<file path="config.mk">
export PLATFORM = sky130hd
export DESIGN_NAME = uart_irq_ident
export DESIGN_NICKNAME = d
export VERILOG_FILES = /design/src/rtl/uart_irq_pkg.sv /design/src/rtl/uart_rx_timeout.sv /design/src/rtl/uart_txe_arm.sv /design/src/rtl/uart_irq_prio.sv /design/src/rtl/uart_irq_ident.sv
export SDC_FILE = /design/constraint.sdc
export NUM_CORES = 1
export LEC_CHECK = 0
export BUFFER_PORTS_ARGS = -buffer_cell sky130_fd_sc_hd__buf_2
export CAP_MARGIN = 20
export CORE_UTILIZATION = 36
export DETAILED_ROUTE_END_ITERATION = 16
export HOLD_SLACK_MARGIN = 0.08
export PLACE_DENSITY = 0.82
export SYNTH_ARGS = -nofsm -noshare
export SYNTH_HDL_FRONTEND = slang
export SYNTH_SLANG_ARGS = --single-unit
</file>
<file path="constraint.sdc">
create_clock -name clk -period 1.2 [get_ports clk]
set_input_delay 0 -clock clk [delete_from_list [all_inputs] [get_ports clk]]
set_output_delay 0 -clock clk [all_outputs]
set_load 0.02 [all_outputs]
</file>
<file path="src/rtl/uart_irq_pkg.sv">
package uart_irq_pkg;

    typedef enum logic [2:0] {
        CAUSE_MODEM = 3'd0,
        CAUSE_TXE   = 3'd1,
        CAUSE_RXD   = 3'd2,
        CAUSE_LINE  = 3'd3,
        CAUSE_RTO   = 3'd6
    } cause_e;

    typedef struct packed {
        logic [1:0] mode;
        logic [1:0] rsvd;
        cause_e     cause;
        logic       idle_n;
    } status_t;

    typedef struct packed {
        logic line;
        logic rxd;
        logic rto;
        logic txe;
        logic modem;
    } src_t;

    function automatic status_t make_status(input logic fifo_on,
                                            input logic pend,
                                            input cause_e c);
        status_t s;
        s.mode   = fifo_on ? 2'b11 : 2'b00;
        s.rsvd   = 2'b00;
        s.cause  = c;
        s.idle_n = ~pend;
        return s;
    endfunction

endpackage

</file>
<file path="src/rtl/uart_rx_timeout.sv">
module uart_rx_timeout #(
    parameter int CHARS = 4,
    localparam int CW = $clog2(CHARS + 1)
) (
    input  logic clk,
    input  logic rst,
    input  logic nonempty,
    input  logic char_in,
    input  logic data_rd,
    input  logic flush,
    input  logic tick,
    output logic expired
);
    logic [CW-1:0] cnt;

    always_ff @(posedge clk) begin
        if (rst || !nonempty || char_in || data_rd || flush) begin
            cnt <= '0;
        end else if (tick && cnt != CW'(CHARS)) begin
            cnt <= cnt + 1'b1;
        end
    end

    assign expired = (cnt == CW'(CHARS));

    AST_RTO_READ_CLEARS: assert property (@(posedge clk) disable iff (rst)
        data_rd |=> !expired);
    AST_RTO_FLUSH_CLEARS: assert property (@(posedge clk) disable iff (rst)
        flush |=> !expired);
endmodule

</file>
<file path="src/rtl/uart_txe_arm.sv">
module uart_txe_arm (
    input  logic clk,
    input  logic rst,
    input  logic tx_empty,
    input  logic tx_wr,
    input  logic ack,
    output logic active
);
    logic prev_empty;
    logic armed;
    logic set_ev;

    assign set_ev = (tx_empty && !prev_empty) || tx_wr;

    always_ff @(posedge clk) begin
        if (rst) begin
            prev_empty <= 1'b0;
            armed      <= 1'b0;
        end else begin
            prev_empty <= tx_empty;
            if (set_ev)
                armed <= 1'b1;
            else if (ack)
                armed <= 1'b0;
        end
    end

    assign active = armed && tx_empty;

    AST_TXE_ACK_DISARMS: assert property (@(posedge clk) disable iff (rst)
        (ack && !set_ev) |=> !active);
    AST_TXE_WR_ARMS: assert property (@(posedge clk) disable iff (rst)
        (tx_wr && tx_empty) |=> (active || !tx_empty));
endmodule

</file>
<file path="src/rtl/uart_irq_prio.sv">
module uart_irq_prio
    import uart_irq_pkg::*;
(
    input  src_t   src,
    output logic   pend,
    output cause_e cause
);
    always_comb begin
        pend  = 1'b1;
        cause = CAUSE_MODEM;
        if (src.line)       cause = CAUSE_LINE;
        else if (src.rxd)   cause = CAUSE_RXD;
        else if (src.rto)   cause = CAUSE_RTO;
        else if (src.txe)   cause = CAUSE_TXE;
        else if (src.modem) cause = CAUSE_MODEM;
        else                pend  = 1'b0;
    end

    AST_PRIO_ONE_SOURCE: assert final (!$onehot(src) || pend);
endmodule

</file>
<file path="src/rtl/uart_irq_ident.sv">
module uart_irq_ident
    import uart_irq_pkg::*;
#(
    parameter int TIMEOUT_CHARS = 4,
    parameter int DEPTH_FIFO    = 16,
    parameter int DEPTH_SINGLE  = 1,
    localparam int DW = $clog2(DEPTH_FIFO + 1)
) (
    input  logic          clk,
    input  logic          rst,
    input  logic [3:0]    irq_en,
    input  logic          line_err,
    input  logic          rx_ready,
    input  logic          rx_nonempty,
    input  logic          rx_char_in,
    input  logic          rx_data_rd,
    input  logic          tx_empty,
    input  logic          tx_data_wr,
    input  logic          modem_chg,
    input  logic          char_tick,
    input  logic          reg_rd,
    input  logic          reg_wr,
    input  logic [7:0]    reg_wdata,
    output logic [7:0]    reg_rdata,
    output logic          irq,
    output logic          fifo_en,
    output logic          fifo_flush,
    output logic [DW-1:0] buf_depth
);
    logic    flush_req;
    logic    rto_hit;
    logic    txe_act;
    logic    txe_ack;
    logic    pend;
    cause_e  cause;
    src_t    src;
    status_t stat;

    assign flush_req = reg_wr && (reg_wdata[0] != fifo_en);

    uart_rx_timeout #(.CHARS(TIMEOUT_CHARS)) u_rto (
        .clk      (clk),
        .rst      (rst),
        .nonempty (rx_nonempty),
        .char_in  (rx_char_in),
        .data_rd  (rx_data_rd),
        .flush    (flush_req),
        .tick     (char_tick),
        .expired  (rto_hit)
    );

    assign txe_ack = reg_rd && pend && (cause == CAUSE_TXE);

    uart_txe_arm u_txe (
        .clk      (clk),
        .rst      (rst),
        .tx_empty (tx_empty),
        .tx_wr    (tx_data_wr),
        .ack      (txe_ack),
        .active   (txe_act)
    );

    always_comb begin
        src.line  = line_err  && irq_en[2];
        src.rxd   = rx_ready  && irq_en[0];
        src.rto   = rto_hit   && irq_en[0];
        src.txe   = txe_act   && irq_en[1];
        src.modem = modem_chg && irq_en[3];
    end

    uart_irq_prio u_prio (
        .src   (src),
        .pend  (pend),
        .cause (cause)
    );

    assign stat = make_status(fifo_en, pend, cause);

    always_ff @(posedge clk) begin
        if (rst) begin
            fifo_en    <= 1'b0;
            fifo_flush <= 1'b0;
            reg_rdata  <= 8'h00;
            irq        <= 1'b0;
        end else begin
            fifo_flush <= flush_req;
            irq        <= pend;
            if (reg_wr)
                fifo_en <= reg_wdata[0];
            if (reg_rd)
                reg_rdata <= stat;
        end
    end

    assign buf_depth = fifo_en ? DW'(DEPTH_FIFO) : DW'(DEPTH_SINGLE);

    AST_WRITE_SETS_MODE: assert property (@(posedge clk) disable iff (rst)
        reg_wr |=> (fifo_en == $past(reg_wdata[0])));
    AST_IRQ_MATCHES_READ: assert property (@(posedge clk) disable iff (rst)
        reg_rd |=> (reg_rdata[0] == !irq));
    AST_RSVD_ZERO: assert property (@(posedge clk) disable iff (rst)
        reg_rdata[5:4] == 2'b00);
    AST_LINE_WINS: assert property (@(posedge clk) disable iff (rst)
        (reg_rd && line_err && irq_en[2]) |=> (reg_rdata[3:0] == 4'b0110));
    AST_FLUSH_ON_CHANGE: assert property (@(posedge clk) disable iff (rst)
        fifo_flush |-> (fifo_en != $past(fifo_en)));
endmodule

</file>
Yosys cells after proc, flatten, opt, wreduce, memory -nomap -nowiden
Cells that the tools add are included.
Word-level totals
  bits in registers: 14
  input bits: 25
Operators by class
  add/subtract/negate cells: 1
  equal/unequal tests: 4
  multiplexer cells: 13
  bitwise operators: 1
  reduce and logical (&&, ||, !) cells: 19
Operator list (count)
  $logic_and 1x1->1: 11
  $mux 3: 3
  $mux 1: 8
  $logic_or 1x1->1: 5
  $mux 5: 1
  $add 3x1->3 const B: 1
  $eq 3x1->1 const B: 1
  $eq 3x3->1 const B: 1
  $ne 3x3->1 const B: 1
  $logic_not 1->1: 2
  $mux 2: 1
  $reduce_bool 2->1: 1
  $ne 1x1->1: 1
  $not 1->1: 1

Longest topological paths before layout
  depth after elaboration: 10
  gate-level depth with buffers: 5
  depth with buffers taken out: 5

Modules after synthesis
Synthesis repeated with hierarchy kept, for this count alone.
Unflattened totals
  cells, all modules: 72
  area, all modules: 669.4 sq um
By module, submodules not included
  uart_irq_ident: times used 1, cells an instance 41, area an instance 382.9 sq um
  uart_rx_timeout: times used 1, cells an instance 18, area an instance 175.2 sq um
  uart_txe_arm: times used 1, cells an instance 8, area an instance 75.1 sq um
  uart_irq_prio: times used 1, cells an instance 5, area an instance 36.3 sq um

Least setup slack after synthesis
No wires, ideal clock.
  path kind: reg-to-reg
  start: reg u_rto.cnt[0]
  end: reg reg_rdata[1]
  data arrival time: 1.162 ns
  data required time: 1.121 ns
  slack: -0.042 ns
  cell stages (with the launch flop): 6
  buffers on the path: 0
  clock period less this slack: 1.242 ns
  path through: dfxtp_1 -> inv_1 -> ha_1 -> a21o_1 -> a21o_1 -> a211oi_2
Between the ends
  word-level cells in the longest chain between the ends: 5
Ends and longest elaborated chain
  from (decl): line uart_rx_timeout.sv:14  | logic [CW-1:0] cnt;
  from (signal assigned): line uart_rx_timeout.sv:20  | cnt <= cnt + 1'b1;
  $eq 3x3->1: line uart_rx_timeout.sv:24  | assign expired = (cnt == CW'(CHARS));
  $logic_and 1x1->1: line uart_irq_ident.sv:66  | src.rto = rto_hit && irq_en[0];
  $mux 3: line uart_irq_prio.sv:13  | else if (src.rto) cause = CAUSE_RTO;
  $mux 3: line uart_irq_prio.sv:12  | else if (src.rxd) cause = CAUSE_RXD;
  $mux 3: line uart_irq_prio.sv:11  | if (src.line) cause = CAUSE_LINE;
  to (signal assigned): line uart_irq_ident.sv:91  | reg_rdata <= stat;
  to (decl): line uart_irq_ident.sv:24  | output logic [7:0] reg_rdata,
No other way between the ends.
A chain may end at the register's enable or synchronous reset.

Final worst setup path
Ends and elaborated chain as after synthesis.

==> impl_metrics.json <==
{
  "avgSynthCellArea_um2": 9.48,
  "pin_count": 41,
  "antenna_found_initial": 0,
  "ir_drop_uv": 662,
  "ant_nets": 0,
  "postCtsSetupBuffers": 0,
  "die_width_um": 44.3,
  "ys_warn_count": 0,
  "cts_max_level": 1,
  "layout.nets": 137,
  "clock_skew_ns": 0.00959,
  "clk_latency_ns": 0.28,
  "root_buffer": "clkbuf_4",
  "cts_sinks": 13,
  "yosysSeqAreaShare_pct": 40.4,
  "worst_hold_startpoint": "modem_chg",
  "drt-total-wl_um": 1480,
  "min_delay_path_depth": 3,
  "cts_tree": "done",
  "slew_violations": 0,
  "row_count": 14,
  "vias_per_cell": 4.77,
  "final_layout_size_suffix_gt1_share_pct": 38.5,
  "port-buffer-count": 28,
  "routedWlPerCell_um": 11.1,
  "start_util_pct": 40.4,
  "dr_total_vias": 634,
  "first_iter_violations": 9,
  "setup_violations": 0,
  "grt_first_pass_wirelength_um": 2390,
  "tns_ns": 0,
  "grt.total_usage_pct": 16.6,
  "fin_crit_ns": 1.15,
  "numCtsBuffers": 3,
  "yosysUniqueCellTypes": 29,
  "synth.top_cell.area_share_pct": 40.4,
  "synth_area_leaders": "dfxtp_1 (40%), buf_4 (8.2%), mux2i_1 (4.7%)",
  "clockBufferDepth": 2,
  "power_mw": 0.930,
  "r2r-end": "reg_rdata[1]",
  "layout_common_cells": "buf_2 (27), dfxtp_1 (11), dlygate4sd3_1 (11)",
  "finalCritPeriodShare_pct": 95.7,
  "route.detailed.drc": 0,
  "max_freq_ghz": 0.870,
  "worstPathRequired_ns": 1.41,
  "max-cap-violations": 0,
  "powerDensity_nw_per_um2": 984,
  "whs_ns": 0.0830,
  "dr.pass1.iters": 4,
  "grt_setup_unrepaired": "yes",
  "synth-main-ff-cell": "dfxtp_1",
  "n_antenna_cell": 0,
  "ff2ff_setup_slack_ns": 0.05,
  "area.growth.synth_to_final_pct": 46.6,
  "yosys.area.top_type": "dfxtp_1",
  "mostFrequentLayoutCell": "buf_2",
  "synth_cells": 68,
  "dieArea_um2": 1960,
  "rr_startpoint": "u_rto.cnt[0]",
  "leakagePower_nw": 0.448,
  "min_path_type": "input port to flop",
  "reg2reg_depth": 5,
  "gr-total-overflow": 0,
  "cp-start-kind": "flop",
  "fin_util_pct": 59.3,
  "coreArea_um2": 1590,
  "ys_ff_latch": 13,
  "place_hpwl_um": 996,
  "holdPathEnd": "irq",
  "synth_edf_count": 0,
  "hold_viol": 0,
  "critical_path_class": "flop to flop",
  "crit_arrival_ns": 1.36,
  "clkTransAtPathRegs_ns": 0.09,
  "grt_max_degree": 9,
  "syn_area_um2": 644,
  "endpoint_kind": "flop",
  "synthArstFlopShare_pct": 0,
  "grt_pass1_vias": 568,
  "cp_max_fo": 3,
  "gp_congestion": 0.707,
  "die_h_um": 44.3,
  "fillers": 129,
  "status": "complete, no violations"
}
cell usage after synthesis (2+ instances only):
cell	n
dfxtp_1	13
a211oi_1	2
mux2i_1	3
xnor2_1	2
a21o_1	2
nor3_1	2
buf_4	7
inv_1	5
ha_1	2
a21oi_1	4
nor2b_1	3
nor2_1	6
how the worst max path moves through the flow:
stage | start | to | slack [ns] | cells after the start
after global placement | u_rto.cnt[0] | reg_rdata[1] | 0.0008 | 5
after CTS | u_rto.cnt[0] | u_rto.cnt[1] | -0.001 | 5
after global routing | u_rto.cnt[0] | reg_rdata[1] | -0.006 | 5
final | u_rto.cnt[0] | reg_rdata[1] | 0.05 | 5
after floorplan | u_rto.cnt[0] | reg_rdata[1] | 0.008 | 5
after detailed placement | u_rto.cnt[0] | u_rto.cnt[1] | -0.02 | 5
routing by layer:
layer	wire length, um	track usage [%]	up-vias
met5	0	0	-
met1	616	19.6	292
met3	84	2.45	2
met2	763	28.5	31
li1	-	-	309
met4	10	9.09	0
final cells by class:
type / count / area [um^2] / area share [%]
flip-flops and latches: 13 / 263 / 27.8
clock buffers: 4 / 26.3 / 2.78
inverters: 5 / 18.8 / 1.99
multi-input cells: 46 / 339 / 35.9
well taps: 24 / 30.0 / 3.18
repair buffers: 41 / 268 / 28.3
state kept, by name, summed over array words and instances (netlist names):
name	count
fifo_en	1
fifo_flush	1
irq	1
reg_rdata	5
u_rto.cnt	3
u_txe.armed	1
u_txe.prev_empty	1
critical path: stages (launching register included):
cell,delay (ns)
dfxtp_2,0.35
inv_2,0.04
ha_4,0.16
a21o_1,0.17
a21o_1,0.19
a211oi_2,0.16
power breakdown:
part / internal, mW / total [mW] / switching, mW
clock network: 0.129 / 0.277 / 0.148
registers: 0.451 / 0.461 / 0.0103
logic: 0.0899 / 0.192 / 0.102
stage by stage:
step                setup slack (ns)  cell area [um^2]  std cells
floorplan                    0.00788               661         72
global placement            0.000838               796        119
detailed placement           -0.0223               796        119
CTS                         -0.00147               935        134
global route                -0.00624               945        133
finish                        0.0510               945        133
timing repair:
item	4_1_cts	5_1_grt
hold buffers	11	0
setup endpoints to repair	2	6
pin swaps	2	3
resized for setup	1	5
hold endpoints to repair	11	0
kinds of logic (layout without fill, tap and decap cells):
group           after synthesis  count (layout)  synth area share [%]
xor+xnor                      2               2                  2.72
mux                           3               3                  4.66
fa+ha+maj                     2               2                  3.88
flops                        13              13                  40.4
buf+inv                      13              50                  11.8
other cells                   1               5                 0.582
simple gates                 18              18                  16.3
compound gates               16              16                  19.6
No activity file was read; power rests on OpenSTA's default activity.
